**src/rtl/agu_pkg.sv**
```systemverilog
package agu_pkg;

  typedef enum logic [1:0] {
    MODE_SHORT  = 2'b00,
    MODE_LONG   = 2'b01,
    MODE_INDEX  = 2'b10,
    MODE_GLOBAL = 2'b11
  } aguMode_e;

  typedef enum logic [1:0] {
    SZ_BYTE = 2'b00,
    SZ_WORD = 2'b01,
    SZ_LONG = 2'b10,
    SZ_RSVD = 2'b11
  } aguSize_e;

  // which slice of the displacement field feeds the adder
  typedef enum logic [1:0] {
    DISP_NARROW = 2'b00,
    DISP_WIDE   = 2'b01,
    DISP_MID    = 2'b10,
    DISP_NONE   = 2'b11
  } dispSel_e;

  typedef struct packed {
    logic       load;
    logic       baseIsGlobal;
    logic       addIndex;
    dispSel_e   dispSel;
    logic [1:0] scaleLog2;
    logic [1:0] accessLog2;
  } aguStrobe_t;

endpackage

```
**src/rtl/agu_ctrl.sv**
```systemverilog
module agu_ctrl
  import agu_pkg::*;
(
  input  logic       reqValid,
  input  logic [1:0] modeSel,
  input  logic [1:0] sizeSel,
  output aguStrobe_t strobe
);

  aguMode_e mode;
  aguSize_e size;
  logic [1:0] accLog2;

  assign mode = aguMode_e'(modeSel);
  assign size = aguSize_e'(sizeSel);

  always_comb begin
    unique case (size)
      SZ_WORD: accLog2 = 2'd1;
      SZ_LONG: accLog2 = 2'd2;
      default: accLog2 = 2'd0;
    endcase
  end

  always_comb begin
    strobe              = '0;
    strobe.load         = reqValid;
    strobe.accessLog2   = accLog2;
    strobe.baseIsGlobal = 1'b0;
    strobe.addIndex     = 1'b0;
    strobe.dispSel      = DISP_NONE;
    strobe.scaleLog2    = 2'd0;
    unique case (mode)
      MODE_SHORT: begin
        strobe.dispSel   = DISP_NARROW;
        strobe.scaleLog2 = accLog2;
      end
      MODE_LONG: begin
        strobe.dispSel   = DISP_WIDE;
      end
      MODE_INDEX: begin
        strobe.addIndex  = 1'b1;
      end
      MODE_GLOBAL: begin
        strobe.baseIsGlobal = 1'b1;
        strobe.dispSel      = DISP_MID;
        strobe.scaleLog2    = accLog2;
      end
      default: ;
    endcase
  end

endmodule

```
**src/rtl/agu_disp_unit.sv**
```systemverilog
module agu_disp_unit
  import agu_pkg::*;
#(
  parameter int ADDR_W   = 32,
  parameter int DISP_W   = 12,
  parameter int NARROW_W = 4,
  parameter int MID_W    = 8
) (
  input  logic [DISP_W-1:0] dispField,
  input  dispSel_e          dispSel,
  input  logic [1:0]        scaleLog2,
  output logic [ADDR_W-1:0] dispOffset
);

  localparam int NARROW_PAD = ADDR_W - NARROW_W;
  localparam int MID_PAD    = ADDR_W - MID_W;
  localparam int WIDE_PAD   = ADDR_W - DISP_W;

  logic [ADDR_W-1:0] narrowExt, midExt, wideExt, picked;

  generate
    if (NARROW_PAD > 0) begin : g_narrowPad
      assign narrowExt = {{NARROW_PAD{1'b0}}, dispField[NARROW_W-1:0]};
    end else begin : g_narrowFull
      assign narrowExt = dispField[ADDR_W-1:0];
    end
    if (MID_PAD > 0) begin : g_midPad
      assign midExt = {{MID_PAD{1'b0}}, dispField[MID_W-1:0]};
    end else begin : g_midFull
      assign midExt = dispField[ADDR_W-1:0];
    end
    if (WIDE_PAD > 0) begin : g_widePad
      assign wideExt = {{WIDE_PAD{1'b0}}, dispField};
    end else begin : g_wideFull
      assign wideExt = dispField[ADDR_W-1:0];
    end
  endgenerate

  always_comb begin
    unique case (dispSel)
      DISP_NARROW: picked = narrowExt;
      DISP_WIDE:   picked = wideExt;
      DISP_MID:    picked = midExt;
      default:     picked = '0;
    endcase
  end

  always_comb begin
    unique case (scaleLog2)
      2'd1:    dispOffset = {picked[ADDR_W-2:0], 1'b0};
      2'd2:    dispOffset = {picked[ADDR_W-3:0], 2'b00};
      default: dispOffset = picked;
    endcase
  end

endmodule

```
**src/rtl/agu_datapath.sv**
```systemverilog
module agu_datapath
  import agu_pkg::*;
#(
  parameter int ADDR_W      = 32,
  parameter int DISP_W      = 12,
  parameter int NARROW_W    = 4,
  parameter int MID_W       = 8,
  parameter bit MISALIGN_EN = 1'b1
) (
  input  logic              clk,
  input  logic              rst,
  input  aguStrobe_t        strobe,
  input  logic [DISP_W-1:0] dispField,
  input  logic [ADDR_W-1:0] baseVal,
  input  logic [ADDR_W-1:0] indexVal,
  input  logic [ADDR_W-1:0] globalBase,
  output logic [ADDR_W-1:0] eaOut,
  output logic              eaValid,
  output logic              misalign
);

  logic [ADDR_W-1:0] dispOffset, operandA, operandB, sum;
  logic              misNext;

  agu_disp_unit #(
    .ADDR_W  (ADDR_W),
    .DISP_W  (DISP_W),
    .NARROW_W(NARROW_W),
    .MID_W   (MID_W)
  ) dispUnit_i (
    .dispField (dispField),
    .dispSel   (strobe.dispSel),
    .scaleLog2 (strobe.scaleLog2),
    .dispOffset(dispOffset)
  );

  assign operandA = strobe.baseIsGlobal ? globalBase : baseVal;
  assign operandB = strobe.addIndex ? indexVal : dispOffset;
  assign sum      = operandA + operandB;

  generate
    if (MISALIGN_EN) begin : g_alignCheck
      always_comb begin
        unique case (strobe.accessLog2)
          2'd1:    misNext = sum[0];
          2'd2:    misNext = |sum[1:0];
          default: misNext = 1'b0;
        endcase
      end
    end else begin : g_noAlignCheck
      assign misNext = 1'b0;
    end
  endgenerate

  always_ff @(posedge clk) begin
    if (rst) begin
      eaOut    <= '0;
      eaValid  <= 1'b0;
      misalign <= 1'b0;
    end else begin
      eaValid  <= strobe.load;
      misalign <= strobe.load & misNext;
      if (strobe.load) eaOut <= sum;
    end
  end

endmodule

```
**src/rtl/disp_agu.sv**
```systemverilog
module disp_agu
  import agu_pkg::*;
#(
  parameter int ADDR_W      = 32,
  parameter int DISP_W      = 12,
  parameter int NARROW_W    = 4,
  parameter int MID_W       = 8,
  parameter bit MISALIGN_EN = 1'b1
) (
  input  logic              clk,
  input  logic              rst,
  input  logic              reqValid,
  input  logic [1:0]        modeSel,
  input  logic [1:0]        sizeSel,
  input  logic [DISP_W-1:0] dispField,
  input  logic [ADDR_W-1:0] baseVal,
  input  logic [ADDR_W-1:0] indexVal,
  input  logic [ADDR_W-1:0] globalBase,
  output logic [ADDR_W-1:0] eaOut,
  output logic              eaValid,
  output logic              misalign
);

  aguStrobe_t strobe;

  agu_ctrl ctrl_i (
    .reqValid(reqValid),
    .modeSel (modeSel),
    .sizeSel (sizeSel),
    .strobe  (strobe)
  );

  agu_datapath #(
    .ADDR_W     (ADDR_W),
    .DISP_W     (DISP_W),
    .NARROW_W   (NARROW_W),
    .MID_W      (MID_W),
    .MISALIGN_EN(MISALIGN_EN)
  ) dp_i (
    .clk       (clk),
    .rst       (rst),
    .strobe    (strobe),
    .dispField (dispField),
    .baseVal   (baseVal),
    .indexVal  (indexVal),
    .globalBase(globalBase),
    .eaOut     (eaOut),
    .eaValid   (eaValid),
    .misalign  (misalign)
  );

endmodule

```
**config.mk**
```make
export PLATFORM = sky130hd
export DESIGN_NAME = disp_agu
export DESIGN_NICKNAME = d
export VERILOG_FILES = /design/src/rtl/agu_pkg.sv /design/src/rtl/agu_ctrl.sv /design/src/rtl/agu_disp_unit.sv /design/src/rtl/agu_datapath.sv /design/src/rtl/disp_agu.sv
export SDC_FILE = /design/constraint.sdc
export NUM_CORES = 1
export LEC_CHECK = 0
export BUFFER_PORTS_ARGS = -buffer_cell sky130_fd_sc_hd__buf_4
export CAP_MARGIN = 25
export CORE_AREA = 3 3 105 107
export CTS_BUF_LIST = sky130_fd_sc_hd__clkbuf_2
export DETAILED_ROUTE_END_ITERATION = 10
export DIE_AREA = 0 0 108 110
export PLACE_DENSITY_LB_ADDON = 0.2
export SYNTH_ARGS = -nofsm -noshare
export SYNTH_HDL_FRONTEND = slang
export SYNTH_SLANG_ARGS = --single-unit
```
**constraint.sdc**
```tcl
create_clock -name clk -period 7.4 [get_ports clk]
set_clock_uncertainty 0.2 [all_clocks]
set_input_delay 1.48 -clock clk [delete_from_list [all_inputs] [get_ports clk]]
set_output_delay 1.48 -clock clk [all_outputs]
set_load 0.02 [all_outputs]
```
; ---- Yosys cells after proc, flatten, opt, wreduce, memory -nomap -nowiden
; Cells that the tools add are included.
[totals]
mem_bits_ro = 0
latch_bits = 0
ram_bits = 0
word_cells = 30
n_memories = 0
reg_bits = 34
[op_classes]
shift = 0
n_mul = 0
div_mod_pow = 0
eq_ne = 11
mux = 10
magnitude_cmp = 0
bitwise = 1
reduce_logical = 4
n_addsub = 1
[op_table]
columns = operator, count
row1 = $mux W32, 2
row2 = $pmux W32 S2, 1
row3 = $pmux W12 S3, 1
row4 = $add A32 B32 Y32, 1
row5 = $eq A2 B2 Y1 const B, 6
row6 = $eq A2 B1 Y1 const B, 5
row7 = $pmux W2 S3, 1
row8 = $logic_not A2 Y1, 2
row9 = $pmux W2 S2, 1
row10 = $reduce_or A2 Y1, 2
row11 = $mux W1, 2
row12 = $mux W2, 1
row13 = $pmux W1 S2, 1
row14 = $and A1 B1 Y1, 1

; ---- Depth between registers and ports, before layout
; Gate-level depths: netlist (run 1).
[logic_depth]
ltp_word = 10
mapped_depth = 20
depth_no_buf = 19

; ---- By module
; From an unflattened synthesis (run 1), not the netlist that was laid out.
[unflattened]
hier_cells = 500
area_unflattened_um2 = 4144.0
[by_module_without_submodules]
columns = module, cells_per_inst, area_each_um2, n_inst
row1 = agu_datapath, 412, 3497.1, 1
row2 = agu_disp_unit, 78, 570.5, 1
row3 = agu_ctrl, 10, 76.3, 1

; ---- Worst setup path after synthesis (run 1)
; No wires, ideal clock.
[synth_timing]
path_type = input to register
from = input modeSel[0]
to = register dp_i.eaOut[26]
stages = 18
t_arrival_ns = 4.732
slack_ns = 2.340
path_buffers = 1
setup_ns = 0.129
path_cell_list = inv_1 > ha_1 > nand2b_1 > ha_1 > clkbuf_1 > nand2_1 > o31ai_1 > ha_1 > inv_1 > fa_1 > nand2b_1 > a21oi_2 > a211oi_4 > o21ai_2 > o21ai_1 > o31ai_2 > mux2i_1 > o21ai_1
[synth_between]
elab_chain_cells = 7
elab_cells_between_ends = 19
[synth_lines]
columns = element, line_no
row1 = "start, declared", disp_agu.sv:13  ; input logic [1:0] modeSel,
row2 = $eq A2 B2 Y1 (tied with other cells), agu_ctrl.sv:33  ; unique case (mode)
row3 = $pmux W2 S3 / $reduce_or A2 Y1 (equally long branches), -
row4 = $eq A2 B2 Y1 (tied with other cells), agu_disp_unit.sv:40  ; unique case (dispSel)
row5 = $pmux W12 S3 (tied with other cells), agu_disp_unit.sv:40
row6 = $pmux W32 S2, agu_disp_unit.sv:49  ; unique case (scaleLog2)
row7 = $mux W32, agu_datapath.sv:38  ; assign operandB = strobe.addIndex ? indexVal : dispOffset;
row8 = $add A32 B32 Y32 (*), agu_datapath.sv:39  ; assign sum = operandA + operandB;
row9 = "end signal, assigned", agu_datapath.sv:63  ; if (strobe.load) eaOut <= sum;
row10 = "end, declared", agu_datapath.sv:17  ; output logic [ADDR_W-1:0] eaOut,
; Mark *: on every way between the ends. The rest lies on a longest branch, timed or not.
; A chain may end at the register's enable or synchronous reset.

; ---- Worst setup path after layout (run 1)
[layout_timing]
from = input modeSel[0]
to = register dp_i.eaOut[24]
; The elaborated chain is that of the path after synthesis.

==> impl_metrics.tcl, run 1 <==
set metrics [dict create \
    outcome "complete, no violations" \
    synthTopCellsByArea "dfxtp_1 (17%), ha_1 (13%), mux2_2 (9.0%), a21oi_1 (5.1%), nor2_1 (4.5%)" \
    wl_per_cell_microns 14.9 \
    hold_path_class "flop to flop" \
    max_slew_margin_pct 34.7 \
    core_area_sq_um 10200 \
    die_w_microns 108 \
    final_cell_count_no_fill 785 \
    r2r_start "dp_i.eaOut[26]" \
    cap_viol_max_count 0 \
    ys_ff_latch 34 \
    synthArstFlopShare_pct 0 \
    clock-root-buffer "clkbuf_2" \
    cp-start-kind "input pin" \
    tns_ns 0 \
    finish.net_count 806 \
    path_clk_slew_ns 0.21 \
    placed_cells 777 \
    yosysWarnings 0 \
    clock_latency_ns 0.40 \
    final_cell_area_sq_um 5250 \
    wl_microns 11700 \
    grt_usage_pct 19.2 \
    grt_max_degree 42 \
    holdWs_ns 0.282 \
    ys_seq_area_share_pct 17.0 \
    r2r-end "dp_i.eaOut[26]" \
    drt-pass1-iter-count 5 \
    initial_utilization_pct 39.1 \
    slowest_stage "ha_1" \
    dpl-instance-area_sq_um 5190 \
    synth_top_area_share_pct 17.0 \
    syn_avg_cell_area_sq_um 7.71 \
    synth_nets 677 \
    die_y_microns 110 \
    whs_path_depth 2 \
    rsz0062_at_grt "no" \
    ys_top_cells_by_count "nor2_1 (48), nand2_1 (46), ha_1 (42), a21oi_1 (41), dfxtp_1 (34)" \
    synth-main-ff-cell "dfxtp_1" \
    reg2reg_slack_ns 6.38 \
    ios 149 \
    grt_pass1_vias 3815 \
    drt_iter0_drc 173 \
    critical_path_class "input pin to flop" \
    vias 4192 \
    cp_max_fo 24 \
    crit_chain "buf_4, inv_1, ha_1, nand2b_1, ha_1, a21oi_1, o31ai_1, inv_1, fa_1, nand2b_1, a21oi_2, a211oi_4, o21ai_4, a211oi_2, o31ai_1, nand4b_1, o311ai_1" \
    gp_congestion 0.867 \
    clock_sinks 34 \
    hold_violations 0 \
    yosysTopAreaCell "dfxtp_1" \
    area_growth_pct 31.1 \
    drv_slew 0 \
    synth_xor_area_share_pct 4.82 \
    holdPathEnd "dp_i.eaOut[25]" \
    p_per_area_nw_per_um2 136 \
    cts-buffers-inserted 5 \
    via_per_inst 5.34 \
    r2r_cells 3 \
    p_leak_nw 2.41 \
    post-synth-top-count-cell "nor2_1" \
    hold_buffers 0 \
    path_buf_inv 3 \
    yosys.area_share.simple_pct 20.5 \
    period_needed_ns 5.11 \
    synth_cell_types 63 \
    post-route-drc-count 0 \
    synth_edf_count 0 \
    rows 37 \
    fin_crit_sh_pct 69.1 \
    cpLargestDelayFamily "compound AO/OA/AOI/OAI gates" \
    grt_overflow 0 \
    worstPathArrival_ns 5.26 \
    ant_nets 0 \
    worstPathRequired_ns 7.55 \
    layout-drive-gt1-share_pct 32.3 \
    hpwl_microns 9390 \
    grt_pass1_wl_microns 18400 \
    synth_area_sq_um 4000 \
    power.total_mw 0.712 \
    die_area_sq_um 11900 \
    critPathCaptureType "flop" \
    setup_violations 0 \
    post_cts_resized 0 \
    synthMuxAreaShare_pct 12.3 \
    cts_tree "built" \
    worst_pin_slew_ns 0.979 \
    clk_path_buf_depth 2 \
    synthCells 519 \
    synth_top_family_by_area "compound AO/OA/AOI/OAI gates" \
    ir_drop_uv 62.6 \
    synth_compound_area_share_pct 26.9 \
    max_freq_ghz 0.196 \
    postCtsSetupRepairBufs 0 \
    cts_htree_levels 2 \
    antenna_found_initial 1 \
    synthAdderAreaFrac_pct 13.6 \
    slowest_delay_ns 0.69 \
    hold_start "dp_i.eaOut[25]" \
    io_buffers 148 \
]
## metal layers
metal  part of all wire, %  up-vias  track usage (%)
met5                     0        -                0
met4                   1.7        0             6.04
met3                   8.2       13             3.20
met2                    45      173             32.1
met1                    45     1868             25.3
li1                      -     2138                -
## worst max-delay path by stage
| stage | depth (start not counted) | to | startpoint | slack [ns] |
|---|---|---|---|---|
| 2_1_floorplan | 18 | dp_i.eaOut[26] | modeSel[0] | 2.34 |
| 3_3_place_gp | 18 | dp_i.eaOut[24] | modeSel[0] | 1.97 |
| 3_5_place_dp | 17 | dp_i.eaOut[24] | modeSel[0] | 1.83 |
| 4_1_cts | 17 | dp_i.eaOut[24] | modeSel[0] | 2.30 |
| 5_1_grt | 18 | dp_i.eaOut[24] | modeSel[0] | 1.91 |
| 6_report | 17 | dp_i.eaOut[24] | modeSel[0] | 2.29 |
## worst reg2reg max path, delay by kind of cell, from the launching register on
family / cells / cell delay, ns
AND/OR/NAND/NOR: 1 / 0.13
AO/OA/AOI/OAI: 2 / 0.23
flip-flops: 1 / 0.37
## logic make-up (layout without fill, tap and decap cells)
kind of cell	after synthesis	after routing
multiplexers	45	45
flip-flops	34	34
buffers and inverters	51	180
adder cells (fa/ha/maj)	43	43
other	0	1
AO/OA/AOI/OAI	156	156
XOR/XNOR	22	22
AND/OR/NAND/NOR	168	168
## through the flow
step	utilization [%]	setup WS (ns)
after floorplan	-	2.34
after global placement	50.7	1.97
after detailed placement	50.7	1.83
after CTS	51.3	2.30
after global routing	51.3	1.91
final	51.3	2.29
## cell type report
| type | instances | area, sq um |
|---|---|---|
| repair buffers | 150 | 1130 |
| well taps | 136 | 170 |
| inverters | 23 | 86.3 |
| fillers | 1027 | 4980 |
| flip-flops and latches | 34 | 681 |
| diodes | 1 | 2.50 |
| multi-input cells | 434 | 3120 |
| clock inverters | 2 | 33.8 |
| clock buffers | 5 | 25.0 |
## flip-flops by register name, summed over array words and instances (netlist names)
name / count
dp_i.eaOut: 32
dp_i.eaValid: 1
dp_i.misalign: 1
## power breakdown
part / total, mW / internal, mW / switching, mW
clock: 0.125 / 0.0543 / 0.0711
combinational: 0.371 / 0.173 / 0.197
sequential: 0.216 / 0.204 / 0.0119
## placed cells by master, fill, tap and decap left out, drive strengths merged, types with 2 or more instances in the layout
cell type / count
clkinv: 2
and3: 4
nand3b: 2
a21oi: 45
a311oi: 3
o21ai: 35
nand3: 12
buf: 150
o21a: 7
a211oi: 10
a21boi: 2
and2: 19
a31oi: 11
a22o: 4
o211ai: 7
nor4: 2
o21bai: 2
inv: 22
o31ai: 5
a22oi: 9
mux2i: 13
nand2: 46
o311ai: 2
xor2: 6
o22ai: 4
nor2b: 4
a21o: 5
nor3: 8
nand4: 8
dfxtp: 34
nor2: 48
nand2b: 9
ha: 42
mux2: 32
clkbuf: 5
xnor2: 16
nand4b: 2
Note: power is estimated with default switching activity, not from simulation.
==> run 2, diff against run 1 <==
- clock period: 7.4 -> 4.59 ns (I/O delays scaled with it)
==> run 2 against run 1 <==
Utilization up 2.8 points. First-iteration DRC count decreased by 9.8%. Register-to-register slack lost 2.9 ns. Combinational power rose by 75%. Global-route usage is 0.62 points higher. Total power up 61%. Cell count increased by 5.0%. Critical endpoint unchanged.
==> impl_metrics.tcl, run 2 (same netlist as run 1, synthesis figures left out) <==
set metrics [dict create \
    final_cell_mix "buf_4 (188), nor2_1 (48), nand2_1 (46)" \
    ir_drop_uv 81.8 \
    worstPathRequired_ns 4.69 \
    grt_pass1_wl_microns 19200 \
    whs_path_depth 2 \
    rows 37 \
    fin_util_pct 54.1 \
    gp_congestion 0.815 \
    cpLargestDelayFamily "compound AO/OA/AOI/OAI gates" \
    clock_sinks 34 \
    slowest_stage "fa_1" \
    hold_violations 0 \
    path_buf_inv 5 \
    clock_latency_ns 0.38 \
    hold_buffers 0 \
    r2r_cells 3 \
    cts_htree_levels 2 \
    regMostFlops "dp_i.eaOut" \
    layout_commonest_cell "buf_4" \
    seq_area_sq_um 681 \
    cpMostUsedCell "buf_4" \
    die_area_sq_um 11900 \
    critPathCaptureType "flop" \
    core_area_sq_um 10200 \
    wl_microns 12100 \
    cts-buffers-inserted 5 \
    p_leak_nw 2.60 \
    rsz0062_at_grt "no" \
    multi_input_area_sq_um 3130 \
    cp_max_fo 5 \
    post-route-drc-count 0 \
    grt_max_degree 34 \
    via_per_inst 5.28 \
    period_needed_ns 4.29 \
    num-fill-cells 994 \
    die_y_microns 110 \
    finish.net_count 845 \
    cp-start-kind "input pin" \
    holdWs_ns 0.290 \
    grt_overflow 0 \
    die_w_microns 108 \
    hold_path_class "flop to flop" \
    cp_num_cells 20 \
    wl_per_cell_microns 14.7 \
    drt-pass1-iter-count 5 \
    largest_register_ffs 32 \
    hpwl_microns 9940 \
    clock-root-buffer "clkbuf_2" \
    grt_usage_pct 19.8 \
    fin_crit_sh_pct 93.4 \
    worstPathArrival_ns 4.39 \
    p_per_area_nw_per_um2 207 \
    cap_viol_max_count 0 \
    vias 4350 \
    placed_cells 816 \
    clk_path_buf_depth 2 \
    path_clk_slew_ns 0.19 \
    io_buffers 148 \
    crit_chain "buf_4, inv_1, buf_4, ha_1, nor2_1, nor2_1, a21oi_1, buf_4, o31ai_1, ha_1, inv_1, fa_1, nand2b_1, a21oi_2, a211oi_4, o21ai_4, a211oi_2, o31ai_2, nand4b_1, o311ai_1" \
    worst_pin_slew_ns 0.694 \
    initial_utilization_pct 39.1 \
    critical_path_class "input pin to flop" \
    layout-drive-gt1-share_pct 36.4 \
    drv_slew 0 \
    max_freq_ghz 0.233 \
    max_slew_margin_pct 53.4 \
    final_cell_count_no_fill 824 \
    ios 149 \
    ant_nets 0 \
    antenna_found_initial 1 \
    slowest_delay_ns 0.39 \
    cts_tree "built" \
    area_growth_pct 38.3 \
    drt_iter0_drc 156 \
    setup_violations 0 \
    outcome "complete, no violations" \
    grt_pass1_vias 4185 \
    reg_top3 "dp_i.eaOut (32), dp_i.eaValid (1), dp_i.misalign (1)" \
]
[run 2: per-layer routing]
metal	wire length, microns	vias up	share of wire (%)	GRT usage, %
met1	5490	1947	45	26.0
met2	5600	178	46	34.7
li1	-	2219	-	-
met3	915	6	7.6	2.56
met4	100	0	0.83	4.69
met5	0	-	0	0
[run 2: final timing paths]
kind	startpoint	to	slack [ns]
setup / recovery	modeSel[1]	dp_i.eaOut[24]	0.30
setup reg to reg	dp_i.eaOut[26]	dp_i.eaOut[26]	3.53
hold / removal	dp_i.eaOut[27]	dp_i.eaOut[27]	0.29
hold reg to reg	dp_i.eaOut[27]	dp_i.eaOut[27]	0.29
[run 2: report_power, final]
part	internal, mW	leakage [nW]	switching, mW
clock network	0.0331	0.0286	0.110
logic	0.323	2.29	0.328
registers	0.329	0.281	0.0202
total	0.685	2.60	0.458
[run 2: what timing repair did]
item,CTS,global route
resized for setup,0,1
endpoints found under the setup margin,0,1
setup buffers,0,0
[run 2: cell type report]
class	count	share of cell area [%]
tap	136	3.07
antenna	1	0.0452
inverter	23	1.56
clock buffer	5	0.452
clock inverter	2	0.181
multi-input combinational	434	56.5
sequential	34	12.3
timing repair buffer	189	25.9
[run 2: through the flow]
step / setup slack (ns) / cell area [sq um] / power, mW / setup TNS, ns
floorplan: 0.0915 / 4000 / 0.743 / 0
global placement: -0.141 / 5490 / 0.999 / -0.162
finish: 0.303 / 5530 / 1.14 / 0
global route: 0.0326 / 5530 / 1.23 / 0
CTS: 0.185 / 5530 / 1.15 / 0
detailed placement: -0.224 / 5490 / 1.01 / -0.436
[run 2: worst reg2reg max path, delay by kind of cell, from the launching register on]
family | cells | cell delay (ns)
flops | 1 | 0.36
compound gates | 2 | 0.27
simple gates | 1 | 0.13
